[src/rtl/wdt_pkg.sv]
package wdt_pkg;
  localparam int unsigned OFF_CTRL  = 'h00;
  localparam int unsigned OFF_TOP   = 'h04;
  localparam int unsigned OFF_COUNT = 'h08;
  localparam int unsigned OFF_KICK  = 'h0C;
  localparam int unsigned KICK_KEY  = 'h76;
endpackage

[src/rtl/wdt_regs.sv]
module wdt_regs
  import wdt_pkg::*;
#(
  parameter int ADDR_W = 8,
  parameter int DATA_W = 32,
  parameter int TOP_W  = 4
) (
  input  logic              clk_i,
  input  logic              rst_ni,
  input  logic              we_i,
  input  logic [ADDR_W-1:0] addr_i,
  input  logic [DATA_W-1:0] wdata_i,
  input  logic              expired_i,
  output logic              en_o,
  output logic [TOP_W-1:0]  top_o,
  output logic              load_o
);
  logic wr_ctrl, wr_top, wr_kick, arm, kick;

  assign wr_ctrl = we_i && (addr_i == ADDR_W'(OFF_CTRL));
  assign wr_top  = we_i && (addr_i == ADDR_W'(OFF_TOP));
  assign wr_kick = we_i && (addr_i == ADDR_W'(OFF_KICK));
  assign arm     = wr_ctrl && wdata_i[0] && !en_o;
  assign kick    = wr_kick && (wdata_i == DATA_W'(KICK_KEY)) && en_o && !expired_i;
  assign load_o  = arm || kick;

  always_ff @(posedge clk_i or negedge rst_ni) begin
    if (!rst_ni) begin
      en_o  <= 1'b0;
      top_o <= '0;
    end else begin
      if (arm)    en_o  <= 1'b1;
      if (wr_top) top_o <= wdata_i[TOP_W-1:0];
    end
  end

  assert_en_sticky_R2: assert property (@(posedge clk_i) disable iff (!rst_ni)
    en_o |=> en_o);
endmodule

[src/rtl/wdt_counter.sv]
module wdt_counter #(
  parameter int BASE_EXP  = 16,
  parameter int TOP_W     = 4,
  parameter int PULSE_LEN = 8,
  localparam int CNT_W    = BASE_EXP + (1 << TOP_W),
  localparam int PW       = $clog2(PULSE_LEN + 1)
) (
  input  logic             clk_i,
  input  logic             rst_ni,
  input  logic             en_i,
  input  logic             load_i,
  input  logic [TOP_W-1:0] top_i,
  output logic [CNT_W-1:0] cnt_o,
  output logic             expired_o,
  output logic             rst_o
);
  logic [CNT_W-1:0] load_val;
  logic [PW-1:0]    pulse_q;
  logic             expire;

  assign load_val = CNT_W'(1) << (BASE_EXP + int'(top_i));
  assign expire   = en_i && !expired_o && (cnt_o == '0) && !load_i;

  always_ff @(posedge clk_i or negedge rst_ni) begin
    if (!rst_ni) begin
      cnt_o     <= '0;
      expired_o <= 1'b0;
      pulse_q   <= '0;
    end else begin
      if (load_i) cnt_o <= load_val;
      else if (en_i && !expired_o && cnt_o != '0) cnt_o <= cnt_o - 1'b1;
      if (expire) begin
        expired_o <= 1'b1;
        pulse_q   <= PW'(PULSE_LEN);
      end else if (pulse_q != '0) begin
        pulse_q <= pulse_q - 1'b1;
      end
    end
  end

  assign rst_o = (pulse_q != '0);

  assert_hold_disarmed_R6: assert property (@(posedge clk_i) disable iff (!rst_ni)
    (!en_i && !load_i) |=> $stable(cnt_o));
  assert_no_rst_disarmed_R6: assert property (@(posedge clk_i) disable iff (!rst_ni)
    !en_i |-> !rst_o);
  assert_dead_stays_R7: assert property (@(posedge clk_i) disable iff (!rst_ni)
    expired_o |=> (expired_o && cnt_o == '0));
  assert_rst_only_expired_R7: assert property (@(posedge clk_i) disable iff (!rst_ni)
    rst_o |-> expired_o);
  assert_load_nonzero_R4: assert property (@(posedge clk_i) disable iff (!rst_ni)
    load_i |=> (cnt_o != '0));
endmodule

[src/rtl/wdt_timer.sv]
module wdt_timer
  import wdt_pkg::*;
#(
  parameter int ADDR_W    = 8,
  parameter int DATA_W    = 32,
  parameter int BASE_EXP  = 16,
  parameter int PULSE_LEN = 8,
  localparam int TOP_W    = 4,
  localparam int CNT_W    = BASE_EXP + (1 << TOP_W)
) (
  input  logic              clk_i,
  input  logic              rst_ni,
  input  logic              we_i,
  input  logic [ADDR_W-1:0] addr_i,
  input  logic [DATA_W-1:0] wdata_i,
  output logic [DATA_W-1:0] rdata_o,
  output logic              rst_o
);
  logic             en, load, expired;
  logic [TOP_W-1:0] top;
  logic [CNT_W-1:0] cnt;

  wdt_regs #(.ADDR_W(ADDR_W), .DATA_W(DATA_W), .TOP_W(TOP_W)) u_regs (
    .clk_i, .rst_ni, .we_i, .addr_i, .wdata_i,
    .expired_i(expired), .en_o(en), .top_o(top), .load_o(load)
  );

  wdt_counter #(.BASE_EXP(BASE_EXP), .TOP_W(TOP_W), .PULSE_LEN(PULSE_LEN)) u_cnt (
    .clk_i, .rst_ni, .en_i(en), .load_i(load), .top_i(top),
    .cnt_o(cnt), .expired_o(expired), .rst_o
  );

  always_comb begin
    rdata_o = '0;
    if (addr_i == ADDR_W'(OFF_CTRL))       rdata_o = DATA_W'(en);
    else if (addr_i == ADDR_W'(OFF_TOP))   rdata_o = DATA_W'(top);
    else if (addr_i == ADDR_W'(OFF_COUNT)) rdata_o = DATA_W'(cnt);
  end
endmodule

[config.mk]
export PLATFORM = sky130hd
export DESIGN_NAME = wdt_timer
export DESIGN_NICKNAME = d
export VERILOG_FILES = /design/src/rtl/wdt_pkg.sv /design/src/rtl/wdt_regs.sv /design/src/rtl/wdt_counter.sv /design/src/rtl/wdt_timer.sv
export SDC_FILE = /design/constraint.sdc
export NUM_CORES = 1
export LEC_CHECK = 0
export BUFFER_PORTS_ARGS = -buffer_cell sky130_fd_sc_hd__buf_2
export CORE_MARGIN = 10
export CORE_UTILIZATION = 49
export DETAILED_ROUTE_END_ITERATION = 7
export PLACE_DENSITY = 0.86
export SLEW_MARGIN = 20
export SYNTH_ARGS = -nofsm -noshare
export SYNTH_HDL_FRONTEND = slang
export SYNTH_SLANG_ARGS = --single-unit
[constraint.sdc]
create_clock -name clk_i -period 2.4 [get_ports clk_i]
set_clock_uncertainty 0.2 [all_clocks]
set_input_delay 0.12 -clock clk_i [delete_from_list [all_inputs] [get_ports clk_i]]
set_output_delay 0.12 -clock clk_i [all_outputs]
set_load 0.05 [all_outputs]
# Yosys cells after proc, flatten, opt, wreduce, memory -nomap -nowiden
# Cells that the tools add are included.
# totals
reg_bits	42
inputBits	43
elab_cells	42
output_inout_bits	33
# op_classes
mux	7
eq_ne	4
n_reduce_logical	22
add_sub_neg	3
n_shift	1
# ops
op	count
$mux 32	5
$eq 32x7->1 const B	1
$logic_not 32->1	1
$reduce_bool 32->1	1
$shl 1x32->32 const A	1
$sub 32x1->32 const B	1
$eq 8x4->1 const B	2
$logic_and 1x1->1	12
$eq 8x3->1 const B	1
$logic_not 8->1	1
$mux 4	2
$add 5x4->6 const A	1
$reduce_bool 2->1	2
$reduce_bool 4->1	1
$sub 4x1->4 const B	1
$logic_not 1->1	3
$logic_or 1x1->1	1

# Longest topological paths before layout
# depth
word_depth	9
depth_mapped	9
depth_no_buf	7

# By module
# From an unflattened synthesis, not the netlist that was laid out.
# unflattened
cells_unflattened	335
area_unflattened_um2	3005.4
# modules_own_cells
mod	cells_per_inst	instances	area_per_inst_um2	seq_area_each_um2
wdt_counter	257	1	2326.0	925.9
wdt_timer	47	1	340.3	0.0
wdt_regs	31	1	339.1	125.1

# Worst setup path before layout
# OpenSTA, ideal clock, no wires.
# synth_timing
path_kind	register to register
from	reg u_cnt.cnt_o[26]
to	reg u_cnt.cnt_o[5]
t_required_ps	2127
path_slack_ps	0
setup_ps	73
t_arrival_ps	2127
period_less_slack_ps	2400
stages_incl_launch_ff	9
path_buffers	3
path_cell_list	dfrtp_1 > or3_4 > or4_1 > buf_6 > o31ai_4 > buf_6 > buf_12 > o31ai_2 > a21oi_2
# synth_via
elab_chain_len	3
# synth_lines
element	line	rtl
start: declaration	wdt_counter.sv:13	output logic [CNT_W-1:0] cnt_o,
start signal: assignment	wdt_counter.sv:30	if (load_i) cnt_o <= load_val;
start signal: assignment	wdt_counter.sv:31	else if (en_i && !expired_o && cnt_o != '0) cnt_o <= cnt_o - 1'b1;
$reduce_bool 32->1	wdt_counter.sv:31	
$logic_and 1x1->1	wdt_counter.sv:31	
$reduce_bool 2->1 (no line)	-	
# Every way passes these cells.
# A chain may end at the register's enable or synchronous reset.

# Worst setup path after layout
# layout_timing
from	reg u_cnt.cnt_o[14]
to	reg u_cnt.cnt_o[14]
# layout_via
elab_chain_len	3
word_cells_on_any_way	6
cone_classes	add/sub: 1; mux: 2; reduce/logical: 3
# layout_lines
element	line
$sub 32x1->32 / $reduce_bool 32->1 (equally long branches)	wdt_counter.sv:31
$mux 32 / $logic_and 1x1->1 (equally long branches)	wdt_counter.sv:31
$mux 32 / $reduce_bool 2->1 (equally long branches)	-
# Several ways; a longest one is shown, not always the timed one. The select of a mux whose other input is x is not followed.

==> impl_metrics.json <==
{
  "outcome": "finished, violations left",
  "violations": "negative setup slack",
  "synth_seq_cells": 42,
  "drv_cap": 0,
  "cp_num_buf_inv": 2,
  "dp_hpwl_mm": 6.69,
  "worstPathRequired_ns": 2.39,
  "ys_warn_count": 0,
  "drtIter0Drc": 308,
  "critPathKind": "flip-flop to flip-flop",
  "dr.max_layer_used": "met4",
  "instances_no_fill": 505,
  "clock_path_buffers": 2,
  "syn-cell-area_mm2": 0.00307,
  "syn_area_per_cell_um2": 9.35,
  "synthArstFlopShare_pct": 100,
  "core-area_mm2": 0.00599,
  "layout-drive-gt1-share_pct": 39.5,
  "place_inst": 486,
  "via_per_inst": 6.24,
  "io_buffers": 75,
  "setup.worst_path.start_class": "flip-flop",
  "gp_congestion": 0.897,
  "insertion_delay_ns": 0.30,
  "max-slew-margin-rel_pct": 37.5,
  "wl_mm": 9.42,
  "vias": 3151,
  "num_rows": 28,
  "setup_slack_ns": -0.103,
  "seq_area_frac_synth_pct": 34.3,
  "regArea_mm2": 0.00105,
  "r2r_cells": 7,
  "wl_met3_um": 778,
  "die_h_um": 99.1,
  "final.fill_count": 468,
  "clk_pin_slew_worst_paths_ns": 0.08,
  "syn_inst": 328,
  "hold_path_class": "input pin to flip-flop",
  "drt-met1-wl_mm": 3.60,
  "dr_wl_met2_mm": 4.81,
  "synth_edf_count": 0,
  "grt_max_degree": 43,
  "ff2ff_setup_slack_ns": -0.10,
  "crit_cells": 7,
  "initial_core_util_pct": 51.2,
  "die-area_mm2": 0.00982,
  "ys.flop_type": "dfrtp_1",
  "utilization_pct": 65.4,
  "arrival_ns": 2.49,
  "synth_nets": 373,
  "grt_pass1_wl_mm": 14.5,
  "multi_input_area_mm2": 0.00196,
  "antennaDiodeCount": 0,
  "final_antenna_net_count": 0,
  "grt_antenna_before_repair": 0,
  "path_max_fanout": 13,
  "min_path_cells": 4,
  "area_growth_pct": 27.9,
  "drtPass1Iterations": 5,
  "cp_slowest_cell": "nor4_1",
  "wl_per_cell_um": 18.7,
  "powerDensity_mw_per_mm2": 414,
  "nets": 474,
  "timing.final.crit_share_pct": 104,
  "synth_cell_type_count": 60,
  "grt_pass1_vias": 2978,
  "clock-sinks": 42,
  "hold_violations": 0,
  "grtUsageTotal_pct": 17.2,
  "drc_errors": 0,
  "r2r_start": "u_cnt.cnt_o[14]",
  "min_from": "addr_i[3]",
  "ir_drop_v": 0.000322,
  "crit_family": "simple AND/OR/NAND/NOR gates",
  "gr-total-overflow": 0,
  "min_period_ns": 2.50,
  "slew_viol_final": 0,
  "h-tree-depth": 2,
  "setup.worst_path.end_class": "flip-flop",
  "die_width_um": 99.1,
  "ios": 76,
  "cts_tree": "done",
  "max_stage_delay_ns": 0.52,
  "cts_buffers": 5,
  "cp_cell_sequence": "buf_4 > nor4_1 > nand4_2 > o31ai_4 > clkbuf_16 > or3_1 > a21oi_2",
  "clk_root_buffer_cell": "clkbuf_8",
  "fmax_mhz": 399,
  "setup_viol_count_final": 17,
  "min_to": "u_regs.en_o",
  "rsz0062_at_grt": "yes",
  "worst_pin_slew_ns": 0.938,
  "leakage_nw": 1.62,
  "r2r-end": "u_cnt.cnt_o[14]"
}
## stage by stage
step	setup TNS, ns	power, mW	area [µm²]	hold WS, ns	setup WS [ns]
after detailed placement	-0.00946	1.11	3620	0.111	-0.00946
after CTS	0	1.59	3790	0.00642	0.0281
after floorplan	0	0.976	3070	-0.376	0.0000515
final	-1.07	1.62	3920	0.00329	-0.103
after global routing	-1.79	1.70	3920	0.0561	-0.138
after global placement	0	1.09	3620	0.108	0.0437
## flip-flops by register name, indices dropped and copies added (netlist names)
name and flops:
u_cnt.expired_o 1, u_cnt.pulse_q 4, u_cnt.cnt_o 32, u_regs.en_o 1
u_regs.top_o 4
## layer usage
| layer | GRT usage, % | up-vias |
|---|---|---|
| met2 | 28.6 | 165 |
| met3 | 4.29 | 25 |
| li1 | - | 1447 |
| met1 | 20.8 | 1514 |
| met5 | 0 | - |
| met4 | 6.73 | 0 |
## power breakdown
| part | leakage (nW) | internal, mW | switching (mW) |
|---|---|---|---|
| combinational | 1.14 | 0.150 | 0.173 |
| sequential | 0.437 | 0.752 | 0.0643 |
| clock | 0.0472 | 0.231 | 0.252 |
| total | 1.62 | 1.13 | 0.489 |
## logic make-up (layout without fill, tap and decap cells)
kind of cell	count (synthesis)	after routing	share of synthesized area [%]
xor+xnor	6	6	1.71
mux	27	27	9.10
buf+inv	25	127	4.53
compound gates	65	65	17.1
flops	42	42	34.3
simple gates	161	161	32.4
fa+ha+maj	2	2	0.816
## worst reg2reg max path, delay by kind of cell, from the launching register on
| kind | cells | cell delay [ns] |
|---|---|---|
| and+or+nand+nor | 3 | 0.95 |
| AOI/OAI and AO/OA | 2 | 0.46 |
| buffers and inverters | 2 | 0.42 |
| DFF | 1 | 0.38 |
## cells in the mapped netlist (2+ instances only)
cell type	number	share of area (%)
a2111oi_0	2	0.57
or2_2	3	0.61
and4b_1	2	0.65
nor3_1	8	1.3
o21ai_2	7	2.0
nor2b_1	10	2.0
or4_1	11	2.7
nand4_1	5	1.0
nor4_2	2	0.82
nand4_2	2	0.82
nor4_1	16	3.3
mux2_2	7	2.6
and2_1	29	5.9
o31ai_1	3	0.73
a311oi_1	2	0.57
a211oi_1	3	0.73
nand3_1	6	0.98
xnor2_1	5	1.4
ha_1	2	0.82
a22oi_1	3	0.73
o31ai_2	3	1.2
nor4b_1	2	0.57
buf_2	2	0.33
nand2_1	13	1.6
or3_1	13	2.7
inv_1	9	1.1
dfrtp_1	42	34
buf_6	3	1.1
a21oi_2	10	2.9
clkbuf_1	9	1.1
a31oi_1	7	1.4
mux2i_1	20	6.5
a21oi_1	11	1.8
nor2_1	20	2.4
and4_1	4	1.1
o21ai_0	5	0.82
or3_2	4	0.98
## layout by cell type (no fill, tap or decap), types with 9 or more instances in the layout
| cell type | Yosys | final |
|---|---|---|
| buf_2 | 2 | 75 |
| dfrtp_1 | 42 | 42 |
| and2_1 | 29 | 29 |
| buf_4 | 1 | 27 |
| nor2_1 | 20 | 20 |
| mux2i_1 | 20 | 20 |
| nor4_1 | 16 | 14 |
| or3_1 | 13 | 13 |
| nand2_1 | 13 | 13 |
| a21oi_1 | 11 | 11 |
| or4_1 | 11 | 10 |
| a21oi_2 | 10 | 10 |
| inv_1 | 9 | 9 |
| nor2b_1 | 10 | 9 |
## how the worst max path moves through the flow
stage,start,end
final,u_cnt.cnt_o[14],u_cnt.cnt_o[14]
after global routing,u_cnt.cnt_o[14],u_cnt.cnt_o[13]
after CTS,u_cnt.cnt_o[3],u_cnt.cnt_o[25]
after detailed placement,u_cnt.cnt_o[26],u_cnt.cnt_o[13]
after global placement,u_cnt.cnt_o[26],u_cnt.cnt_o[13]
after floorplan,u_cnt.cnt_o[26],u_cnt.cnt_o[5]
## what timing repair did
item,in CTS,in global routing
setup endpoints to repair,4,13
endpoints found under the hold margin,47,0
setup buffers,0,4
hold buffers,6,0
pin swaps,0,3
gates resized for setup,2,16
cloned,0,1
## final cells by class
class                   instances  area share (%)
flip-flops and latches         42            26.8
inverters                       9           0.862
repair buffers                110            17.4
multi-input cells             261            50.1
clock buffers                   6            2.11
well taps                      75            2.39
clock inverters                 2           0.319
No activity file was read; power rests on OpenSTA's default activity.
